### src/rtl/echo_guard_pkg.sv
package echo_guard_pkg;

  localparam int unsigned LFSR_W_DEF = 8;
  // bits 7,5,4,3 feed back: x^8 + x^6 + x^5 + x^4 + 1
  localparam logic [LFSR_W_DEF-1:0] TAP_MASK_DEF  = 8'hB8;
  localparam logic [LFSR_W_DEF-1:0] BASE_SEED_DEF = 8'h2A;

  typedef enum logic {
    REF_EMPTY = 1'b0,
    REF_ARMED = 1'b1
  } ref_state_e;

endpackage

### src/rtl/prbs8_gen.sv
module prbs8_gen #(
  parameter int unsigned     W        = 8,
  parameter logic [W-1:0]    TAP_MASK = 8'hB8,
  parameter logic [W-1:0]    SEED     = 8'h2A
) (
  input  logic         clk,
  input  logic         rst,
  input  logic         advance,
  output logic [W-1:0] state
);

  logic [W-1:0] state_q;
  logic         fb;
  logic [W-1:0] state_nxt;

  assign fb        = ^(state_q & TAP_MASK);
  assign state_nxt = {state_q[W-2:0], fb};

  always_ff @(posedge clk) begin
    if (rst) begin
      state_q <= SEED;
    end else if (state_q == '0) begin
      state_q <= SEED;             // lock-up escape
    end else if (advance) begin
      state_q <= state_nxt;
    end
  end

  assign state = state_q;

  assert_never_zero_R7: assert property (@(posedge clk) disable iff (rst)
    state_q != '0);

  assert_hold_R2: assert property (@(posedge clk) disable iff (rst)
    !advance |=> $stable(state_q));

  assert_moves_R2: assert property (@(posedge clk) disable iff (rst)
    advance |=> state_q != $past(state_q));

endmodule

### src/rtl/echo_cmp.sv
module echo_cmp import echo_guard_pkg::*; #(
  parameter int unsigned W = 8
) (
  input  logic         clk,
  input  logic         rst,
  input  logic         load,
  input  logic [W-1:0] sent,
  input  logic [W-1:0] echo,
  output logic         ok
);

  logic [W-1:0] ref_q;
  ref_state_e   st_q;
  logic         ok_q;

  always_ff @(posedge clk) begin
    if (rst) begin
      ref_q <= '0;
      st_q  <= REF_EMPTY;
      ok_q  <= 1'b0;
    end else if (load) begin
      ok_q  <= (st_q == REF_ARMED) && (echo == ref_q);
      ref_q <= sent;
      st_q  <= REF_ARMED;
    end
  end

  assign ok = ok_q;

  assert_first_invalid_R3: assert property (@(posedge clk) disable iff (rst)
    (load && st_q == REF_EMPTY) |=> !ok_q);

  assert_hold_flag_R5: assert property (@(posedge clk) disable iff (rst)
    !load |=> $stable(ok_q));

endmodule

### src/rtl/echo_guard_lane.sv
module echo_guard_lane #(
  parameter int unsigned  W         = 8,
  parameter int unsigned  IDX       = 0,
  parameter logic [W-1:0] TAP_MASK  = 8'hB8,
  parameter logic [W-1:0] BASE_SEED = 8'h2A
) (
  input  logic         clk,
  input  logic         rst,
  input  logic         frame_done,
  input  logic [W-1:0] echo,
  output logic [W-1:0] challenge,
  output logic         ok
);

  localparam int unsigned ROT = IDX % W;
  // seed of lane k is the base seed rotated left by k
  localparam logic [W-1:0] SEED = (BASE_SEED << ROT) | (BASE_SEED >> (W - ROT));

  logic [W-1:0] chal;
  logic         ok_w;

  prbs8_gen #(.W(W), .TAP_MASK(TAP_MASK), .SEED(SEED)) u_gen (
    .clk     (clk),
    .rst     (rst),
    .advance (frame_done),
    .state   (chal)
  );

  echo_cmp #(.W(W)) u_cmp (
    .clk  (clk),
    .rst  (rst),
    .load (frame_done),
    .sent (chal),
    .echo (echo),
    .ok   (ok_w)
  );

  assign challenge = chal;
  assign ok        = ok_w;

  assert_no_loopback_R10: assert property (@(posedge clk) disable iff (rst)
    (frame_done && echo == chal) |=> !ok_w);

endmodule

### src/rtl/echo_guard_bank.sv
module echo_guard_bank import echo_guard_pkg::*; #(
  parameter int unsigned  NUM_CH    = 3,
  parameter int unsigned  W         = LFSR_W_DEF,
  parameter logic [W-1:0] TAP_MASK  = TAP_MASK_DEF,
  parameter logic [W-1:0] BASE_SEED = BASE_SEED_DEF
) (
  input  logic                clk,
  input  logic                rst,
  input  logic                frame_done,
  input  logic [NUM_CH*W-1:0] echo_bus,
  output logic [NUM_CH*W-1:0] challenge_bus,
  output logic [NUM_CH-1:0]   chan_ok,
  output logic                ok_strobe
);

  logic strobe_q;

  for (genvar k = 0; k < NUM_CH; k++) begin : g_lane
    echo_guard_lane #(
      .W         (W),
      .IDX       (k),
      .TAP_MASK  (TAP_MASK),
      .BASE_SEED (BASE_SEED)
    ) u_lane (
      .clk        (clk),
      .rst        (rst),
      .frame_done (frame_done),
      .echo       (echo_bus[k*W +: W]),
      .challenge  (challenge_bus[k*W +: W]),
      .ok         (chan_ok[k])
    );
  end

  always_ff @(posedge clk) begin
    if (rst) strobe_q <= 1'b0;
    else     strobe_q <= frame_done;
  end

  assign ok_strobe = strobe_q;

  assert_strobe_follows_R6: assert property (@(posedge clk) disable iff (rst)
    frame_done |=> ok_strobe);

  assert_strobe_quiet_R6: assert property (@(posedge clk) disable iff (rst)
    !frame_done |=> !ok_strobe);

  assert_flags_stable_R5: assert property (@(posedge clk) disable iff (rst)
    !frame_done |=> $stable(chan_ok));

endmodule

### config.mk
export PLATFORM = sky130hd
export DESIGN_NAME = echo_guard_bank
export DESIGN_NICKNAME = d
export VERILOG_FILES = /design/src/rtl/echo_guard_pkg.sv /design/src/rtl/prbs8_gen.sv /design/src/rtl/echo_cmp.sv /design/src/rtl/echo_guard_lane.sv /design/src/rtl/echo_guard_bank.sv
export SDC_FILE = /design/constraint.sdc
export NUM_CORES = 1
export LEC_CHECK = 0
export BUFFER_PORTS_ARGS = -buffer_cell sky130_fd_sc_hd__buf_2
export CAP_MARGIN = 20
export CORE_MARGIN = 2
export CORE_UTILIZATION = 59
export CTS_BUF_LIST = sky130_fd_sc_hd__clkbuf_2 sky130_fd_sc_hd__clkbuf_4 sky130_fd_sc_hd__clkbuf_8
export DETAILED_ROUTE_END_ITERATION = 12
export GPL_TIMING_DRIVEN = 0
export PLACE_DENSITY = 0.9
export REMOVE_ABC_BUFFERS = 1
export SYNTH_ARGS = -nofsm -noshare
export SYNTH_HDL_FRONTEND = slang
export SYNTH_SLANG_ARGS = --single-unit
### constraint.sdc
create_clock -name clk -period 3.56 [get_ports clk]
set_input_delay 0.534 -clock clk [delete_from_list [all_inputs] [get_ports clk]]
set_output_delay 0.534 -clock clk [all_outputs]
set_load 0.02 [all_outputs]
======== After elaboration in Yosys (flattened, before gate mapping) ========
Cells that the tools add are included.
storage, ports and cells
  bits in registers ....................... 53
  latch bits .............................. 0
  memory bits (writable) .................. 0
  bits in read-only memories .............. 0
  bits of input ports ..................... 27
  output and inout port bits .............. 28
  word-level logic and storage cells ...... 26
  memories ................................ 0
cells by class
  add/sub/neg operators ................... 0
  $mul .................................... 0
  divide/modulo/power cells ............... 0
  $lt $le $gt $ge ......................... 0
  equal/unequal tests ..................... 3
  shift operators ......................... 0
  mux-type cells .......................... 0
  bitwise operators ....................... 0
  reduce and logical (&&, ||, !) cells .... 12
operator list
  kind               number
  $eq 8x8->1         3
  $logic_not 8->1    3
  $reduce_xor 8->1   3
  $reduce_or 2->1    3
  $logic_and 1x1->1  3

======== Longest topological paths before layout ========
Gate-level depths: netlist (run 1).
  depth after elaboration ................. 2
  mapped depth ............................ 5
  gate-level depth less buffers ........... 5

======== By module ========
A second synthesis (run 1) with hierarchy kept.
second synthesis, totals
  cell total of the unflattened synthesis .. 233
  area, all modules ....................... 2447.3 um^2
modules (own cells, without submodules)
  module           instances  cells an instance  area an instance (um^2)  seq. area each (um^2)
  echo_cmp         3          44                 452.9                    200.2
  prbs8_gen        3          33                 351.6                    160.2
  echo_guard_bank  1          2                  33.8                     20.0

======== Worst setup path after synthesis (run 1) ========
No wires, ideal clock.
  path kind ............................... reg-to-reg
  start ................................... register g_lane[1].u_lane.u_gen.state_q[4]
  end ..................................... register g_lane[1].u_lane.u_gen.state_q[4]
  setup time .............................. 0.137 ns
  arrival time ............................ 1.178 ns
  required time ........................... 3.423 ns
  slack ................................... 2.246 ns
  cell stages (with the launch flop) ...... 6
  buffers on the path ..................... 0
  clock period less this slack ............ 1.314 ns
  path through ............................ dfxtp_1 > inv_1 > ha_1 > nor4b_2 > a21oi_1 > o211ai_1
on the way
  word-level cells in the longest chain between the ends .. 2
ends and longest elaborated chain
  element                    line             RTL
  start, declared            prbs8_gen.sv:12  logic [W-1:0] state_q;
  start signal, assigned     prbs8_gen.sv:25  state_q <= state_nxt;
  $logic_not 8->1            prbs8_gen.sv:22  end else if (state_q == '0) begin
  $reduce_or 2->1 (no line)  --
No other way between the ends.
A chain may end at the register's enable or synchronous reset.

==> impl_metrics.yaml, run 1 <==
power_and_ir_drop:
  ir_worst_vdd_v: 0.000258
  power.leakage_nw: 1.10
  p_per_area_nw_per_um2: 457
  total_power_w: 0.00121
  seqPwrFrac: 0.552
  p_sw_frac: 0.276
  switchingPower_w: 0.000333
  p_int_w: 0.000875
  comb_power_share: 0.168
  power.share.clock: 0.280
critical_path:
  crit_arrival_ps: 1970
  rrSetupSlack_ps: 2180
  critical_path_class: "in2reg"
  crit_fanout: 72
  crit_path_end_kind: "register"
  rr_endpoint: "g_lane[0].u_lane.u_gen.state[5]"
  worstSetupStartpointType: "input pin"
  cpLargestDelayFamily: "buffers and inverters"
  rr_worst_depth: 5
  crit_start: "frame_done"
  crit_chain: "buf_2 -> nor2b_4 -> nand2_1 -> o31ai_1"
  max_stage_delay_ps: 770
  crit_required_ps: 3780
  crit_buf_inv: 1
  rr_startpoint: "g_lane[0].u_lane.u_gen.state[5]"
  slowest_stage: "buf_2"
synthesis:
  synth_cell_types: 23
  syn_inst: 247
  synth_seq_area_share: 0.459
  post_synth.cell_area_avg_um2: 9.35
  synth_seq_cells: 53
  yosysWarnings: 0
  syn_area_um2: 2310
grt:
  grt_pass1_wl_mm: 7.47
  overflow: 0
  grt_pass1_vias: 1639
  grt_max_degree: 73
  antenna_found_initial: 0
  grt.total_usage: 0.222
finish:
  layout-drive-gt1-share: 0.224
  area_delta_synth_final_pct: 14.5
  num-fill-cells: 301
  fin_nets: 323
  final_common_cell: "buf_2"
  layout_common_cells: "54 x buf_2, 53 x dfxtp_1, 36 x nand2b_1, 33 x a21oi_1, 25 x nand2_1"
  diodes: 0
place:
  io_buffer_count: 54
  gp_congestion: 0.832
  dpl.hpwl_mm: 3.17
route:
  drc: 0
  post_drt_wl_per_cell_um: 12.9
  viasPerCell: 5.19
  drt_pass1_iterations: 4
  postRouteAntennaNets: 0
  drtIter0Drc: 134
  wirelength_mm: 4.40
  routed-via-count: 1774
clocking:
  root_buffer: "clkbuf_8"
  cts_setup_buffers: 0
  htreeDepth: 2
  clk_pin_slew_ps: 90
  tritoncts: "done"
  cts_buffers: 5
  clk_latency_ps: 310
  clock_path_buffers: 2
  clock_sinks: 53
  cts_hold_buf: 0
  cts_resized: 0
floorplanning:
  ios: 55
  initial_core_util: 0.622
  fp-row-count: 22
  die_y_um: 66.6
  dieArea_um2: 4430
  coreArea_um2: 3720
  die_w_um: 66.6
timing:
  rsz0062_at_grt: "no"
  max_freq_mhz: 572
  post-route-min-period_ps: 1750
  fin_skew_ps: 8.08
  setup_viol: 0
  maxSlewViolCount: 0
  slew-limit-headroom: 0.305
  hold_viol_final: 0
  period_share: 0.491
  fin_setup_tns_ps: 0
  worst_slew_pin_slew_ps: 1040
worst_hold_path:
  worstHoldPathCells: 2
  hold_end: "g_lane[2].u_lane.u_cmp.ok"
  hold_path_class: "reg2reg"
  worstHoldStart: "g_lane[2].u_lane.u_cmp.ok"
status:
  outcome: "completed"
run:
  max_cap_violations: 0
==> per-layer routing <==
metal | up-vias | track usage | part of all wire
li1 | 909 | - | -
met1 | 813 | 0.277 | 0.44
met2 | 45 | 0.368 | 0.50
met3 | 7 | 0.0541 | 0.047
met4 | 0 | 0.0893 | 0.013
met5 | - | 0 | 0
==> worst max path at each step <==
stage                     depth (start not counted)                         endpoint  slack, ps
after floorplan                                   5  g_lane[1].u_lane.u_gen.state[4]       2250
after global routing                              4        g_lane[1].u_lane.u_cmp.ok       1630
after CTS                                         4        g_lane[2].u_lane.u_cmp.ok       1800
final                                             4        g_lane[2].u_lane.u_cmp.ok       1810
after global placement                            4        g_lane[2].u_lane.u_cmp.ok       1530
after detailed placement                          4        g_lane[2].u_lane.u_cmp.ok       1480
==> cells by family after synthesis <==
kind of cell,synth area share
muxes,0.0260
buffers and inverters,0.0471
and+or+nand+nor,0.222
adders and majority gates,0.0163
AOI/OAI and AO/OA,0.107
xor gates and xnor gates,0.122
DFF,0.459
==> synthesized netlist by cell type <==
| cell type | n | area, um^2 |
|---|---|---|
| o211ai_1 | 3 | 22.5 |
| xor3_1 | 3 | 71.3 |
| dfxtp_1 | 53 | 1060 |
| nor2b_4 | 1 | 13.8 |
| a21o_1 | 3 | 22.5 |
| o31ai_1 | 3 | 22.5 |
| nor3_1 | 3 | 15.0 |
| buf_2 | 6 | 30.0 |
| nand4_1 | 6 | 37.5 |
| clkbuf_1 | 3 | 11.3 |
| nand2_1 | 25 | 93.8 |
| nor2_1 | 9 | 33.8 |
| nor4b_2 | 3 | 45.0 |
| nand2b_1 | 36 | 225 |
| ha_1 | 3 | 37.5 |
| nand3_1 | 6 | 30.0 |
| inv_1 | 6 | 22.5 |
| o21ai_0 | 3 | 15.0 |
| a21oi_1 | 33 | 165 |
| xnor2_1 | 24 | 210 |
| buf_4 | 6 | 45.0 |
| mux2i_1 | 6 | 60.1 |
| and2_1 | 3 | 18.8 |
==> sequential cells by signal (all words and copies together) (netlist names) <==
| name | count |
|---|---|
| g_lane.u_lane.u_cmp.ok | 3 |
| g_lane.u_lane.u_cmp.ref_q | 24 |
| g_lane.u_lane.u_cmp.st_q | 1 |
| g_lane.u_lane.u_gen.state | 24 |
| ok_strobe | 1 |
==> tightest hold or removal path: cells and delay by family, from the launching register on <==
| family | cells | cell delay, ps |
|---|---|---|
| flip-flops | 1 | 320 |
| AO/OA/AOI/OAI | 1 | 60 |
| AND/OR/NAND/NOR | 1 | 50 |
==> final cells by class <==
type,instances,area (um^2),share of cell area
inverter,6,22.5,0.00851
sequential,53,1060,0.401
clock inverter,2,15.0,0.00568
tap,48,60.1,0.0227
clock buffer,6,76.3,0.0289
multi-input combinational,173,1140,0.431
timing repair buffer,54,270,0.102
==> per-stage QoR <==
step            util  hold WS [ps]  setup WS [ps]  cells  area [um^2]
6_report       0.712           464           1810    342         2650
3_5_place_dp   0.687           443           1480    334         2550
4_1_cts        0.712           466           1800    342         2650
3_3_place_gp   0.687           431           1530    334         2550
2_1_floorplan      -           434           2250    232         2220
5_1_grt        0.712           489           1630    342         2650
==> power groups by stage <==
stage / registers (W) / logic [W] / clock network, W
final: 0.000667 / 0.000204 / 0.000338
after detailed placement: 0.000680 / 0.000205 / 0
after global routing: 0.000673 / 0.000225 / 0.000372
after global placement: 0.000679 / 0.000199 / 0
after floorplan: 0.000703 / 0.000105 / 0
after CTS: 0.000667 / 0.000206 / 0.000345
Power figures use the tool's default switching activity.
==> run 2: changes to the inputs <==
Settings changed: CORE_UTILIZATION 59 to 55, PLACE_DENSITY 0.9 to 0.85.
Clock period 3.56 ns to 1.7 ns, I/O delays scaled along.
==> run 2 against run 1 <==
Net effect: clock-buffer cell count unchanged; critical path depth up 1; sequential share of layout area down 0.76 points; hold slack worse by 220 ps; worst setup slack worse by 1500 ps; highest routed layer unchanged.
==> impl_metrics.yaml, run 2 (same netlist as run 1, synthesis figures left out) <==
grt:
  grt.total_usage: 0.208
  grt_pass1_wl_mm: 7.18
  antenna_found_initial: 0
  grt_max_degree: 73
  grt_pass1_vias: 1613
  overflow: 0
place:
  postPlaceCellArea_um2: 2560
  dpl.hpwl_mm: 3.20
  io_buffer_count: 54
  place_inst: 336
  gp_congestion: 0.800
timing:
  setup_viol: 0
  maxSlewViolCount: 0
  slew-limit-headroom: 0.536
  rsz0062_at_grt: "no"
  worst_slew_pin_slew_ps: 696
  post-route-min-period_ps: 1360
  fin_setup_tns_ps: 0
  hold_viol_final: 0
  fin_skew_ps: 7.59
  max_freq_mhz: 736
  holdWs_ps: 249
  period_share: 0.800
clocking:
  cts_setup_buffers: 0
  htreeDepth: 2
  cts_resized: 0
  cts_buffers: 5
  tritoncts: "done"
  clock_sinks: 53
  clk_pin_slew_ps: 100
  clk_latency_ps: 310
  root_buffer: "clkbuf_8"
  clock_path_buffers: 2
  cts_hold_buf: 0
floorplanning:
  die_w_um: 68.8
  die_y_um: 68.8
  ios: 55
  fp-row-count: 23
  coreArea_um2: 4030
  dieArea_um2: 4730
  initial_core_util: 0.573
critical_path:
  crit_fanout: 4
  rr_worst_depth: 5
  rr_startpoint: "g_lane[2].u_lane.u_gen.state[4]"
  critical_path_class: "reg2reg"
  crit_arrival_ps: 1540
  crit_start: "g_lane[2].u_lane.u_gen.state[4]"
  worstSetupStartpointType: "register"
  crit_required_ps: 1880
  crit_path_end_kind: "register"
  rr_endpoint: "g_lane[2].u_lane.u_gen.state[5]"
  rrSetupSlack_ps: 340
  worstSetupEndpoint: "g_lane[2].u_lane.u_gen.state[5]"
power_and_ir_drop:
  p_per_area_nw_per_um2: 1010
  total_power_w: 0.00272
  power.leakage_nw: 1.13
  ir_worst_vdd_v: 0.000516
finish:
  final_cells: 345
  layout_common_cells: "54 x buf_2, 53 x dfxtp_1, 36 x nand2b_1, 33 x a21oi_1, 25 x nand2_1"
  diodes: 0
  area_delta_synth_final_pct: 16.7
  fin_nets: 324
  layout-drive-gt1-share: 0.227
  final_common_cell: "buf_2"
  finalInstanceArea_um2: 2700
  num-fill-cells: 348
route:
  drt_pass1_iterations: 4
  wl_met3_um: 267
  routed-via-count: 1801
  drc: 0
  wirelength_mm: 4.51
  viasPerCell: 5.22
  wl_met2_mm: 2.14
  post_drt_wl_per_cell_um: 13.1
  top_layer_used: "met4"
  postRouteAntennaNets: 0
  drtIter0Drc: 126
  m1WireLength_mm: 2.05
worst_hold_path:
  hold_path_class: "in2reg"
run:
  max_cap_violations: 0
status:
  outcome: "completed"
-- run 2: cell type report --
type	count	area, um^2	area share
clock buffer	6	82.6	0.0306
clock inverter	2	37.5	0.0139
inverter	6	22.5	0.00835
multi-input combinational	173	1140	0.423
sequential	53	1060	0.394
tap	50	62.6	0.0232
timing repair buffer	55	290	0.108
-- run 2: through the flow --
| step | util | setup slack, ps |
|---|---|---|
| after CTS | 0.664 | 216 |
| after global placement | 0.634 | -75.0 |
| after detailed placement | 0.634 | -103 |
| after global routing | 0.669 | 255 |
| after floorplan | - | 386 |
| final | 0.669 | 341 |
-- run 2: per-layer routing --
layer / up-vias / GRT usage
li1: 919 / -
met1: 834 / 0.257
met2: 44 / 0.340
met3: 4 / 0.0666
met4: 0 / 0.0735
met5: - / 0
-- run 2: worst max-delay path, stage by stage (launching register included) --
cell and delay (ps):
dfxtp_1 360, inv_1 70, ha_1 190, nor4b_2 160
a21oi_1 310, o211ai_1 150
-- run 2: how the worst min path moves through the flow --
stage	depth (start not counted)	slack [ps]	from	end
final	4	250	echo_bus[4]	g_lane[0].u_lane.u_cmp.ok
after global routing	4	280	echo_bus[3]	g_lane[0].u_lane.u_cmp.ok
after CTS	4	250	echo_bus[4]	g_lane[0].u_lane.u_cmp.ok
after detailed placement	2	440	g_lane[0].u_lane.u_cmp.ok	g_lane[0].u_lane.u_cmp.ok
after global placement	2	430	g_lane[0].u_lane.u_cmp.ok	g_lane[0].u_lane.u_cmp.ok
after floorplan	1	320	rst	ok_strobe
-- run 2: report_power, final --
part / total (W) / leakage, nW / internal (W) / switching (W)
sequential: 0.00140 / 0.437 / 0.00132 / 0.0000728
clock: 0.000891 / 0.0574 / 0.000479 / 0.000412
combinational: 0.000434 / 0.635 / 0.000207 / 0.000228
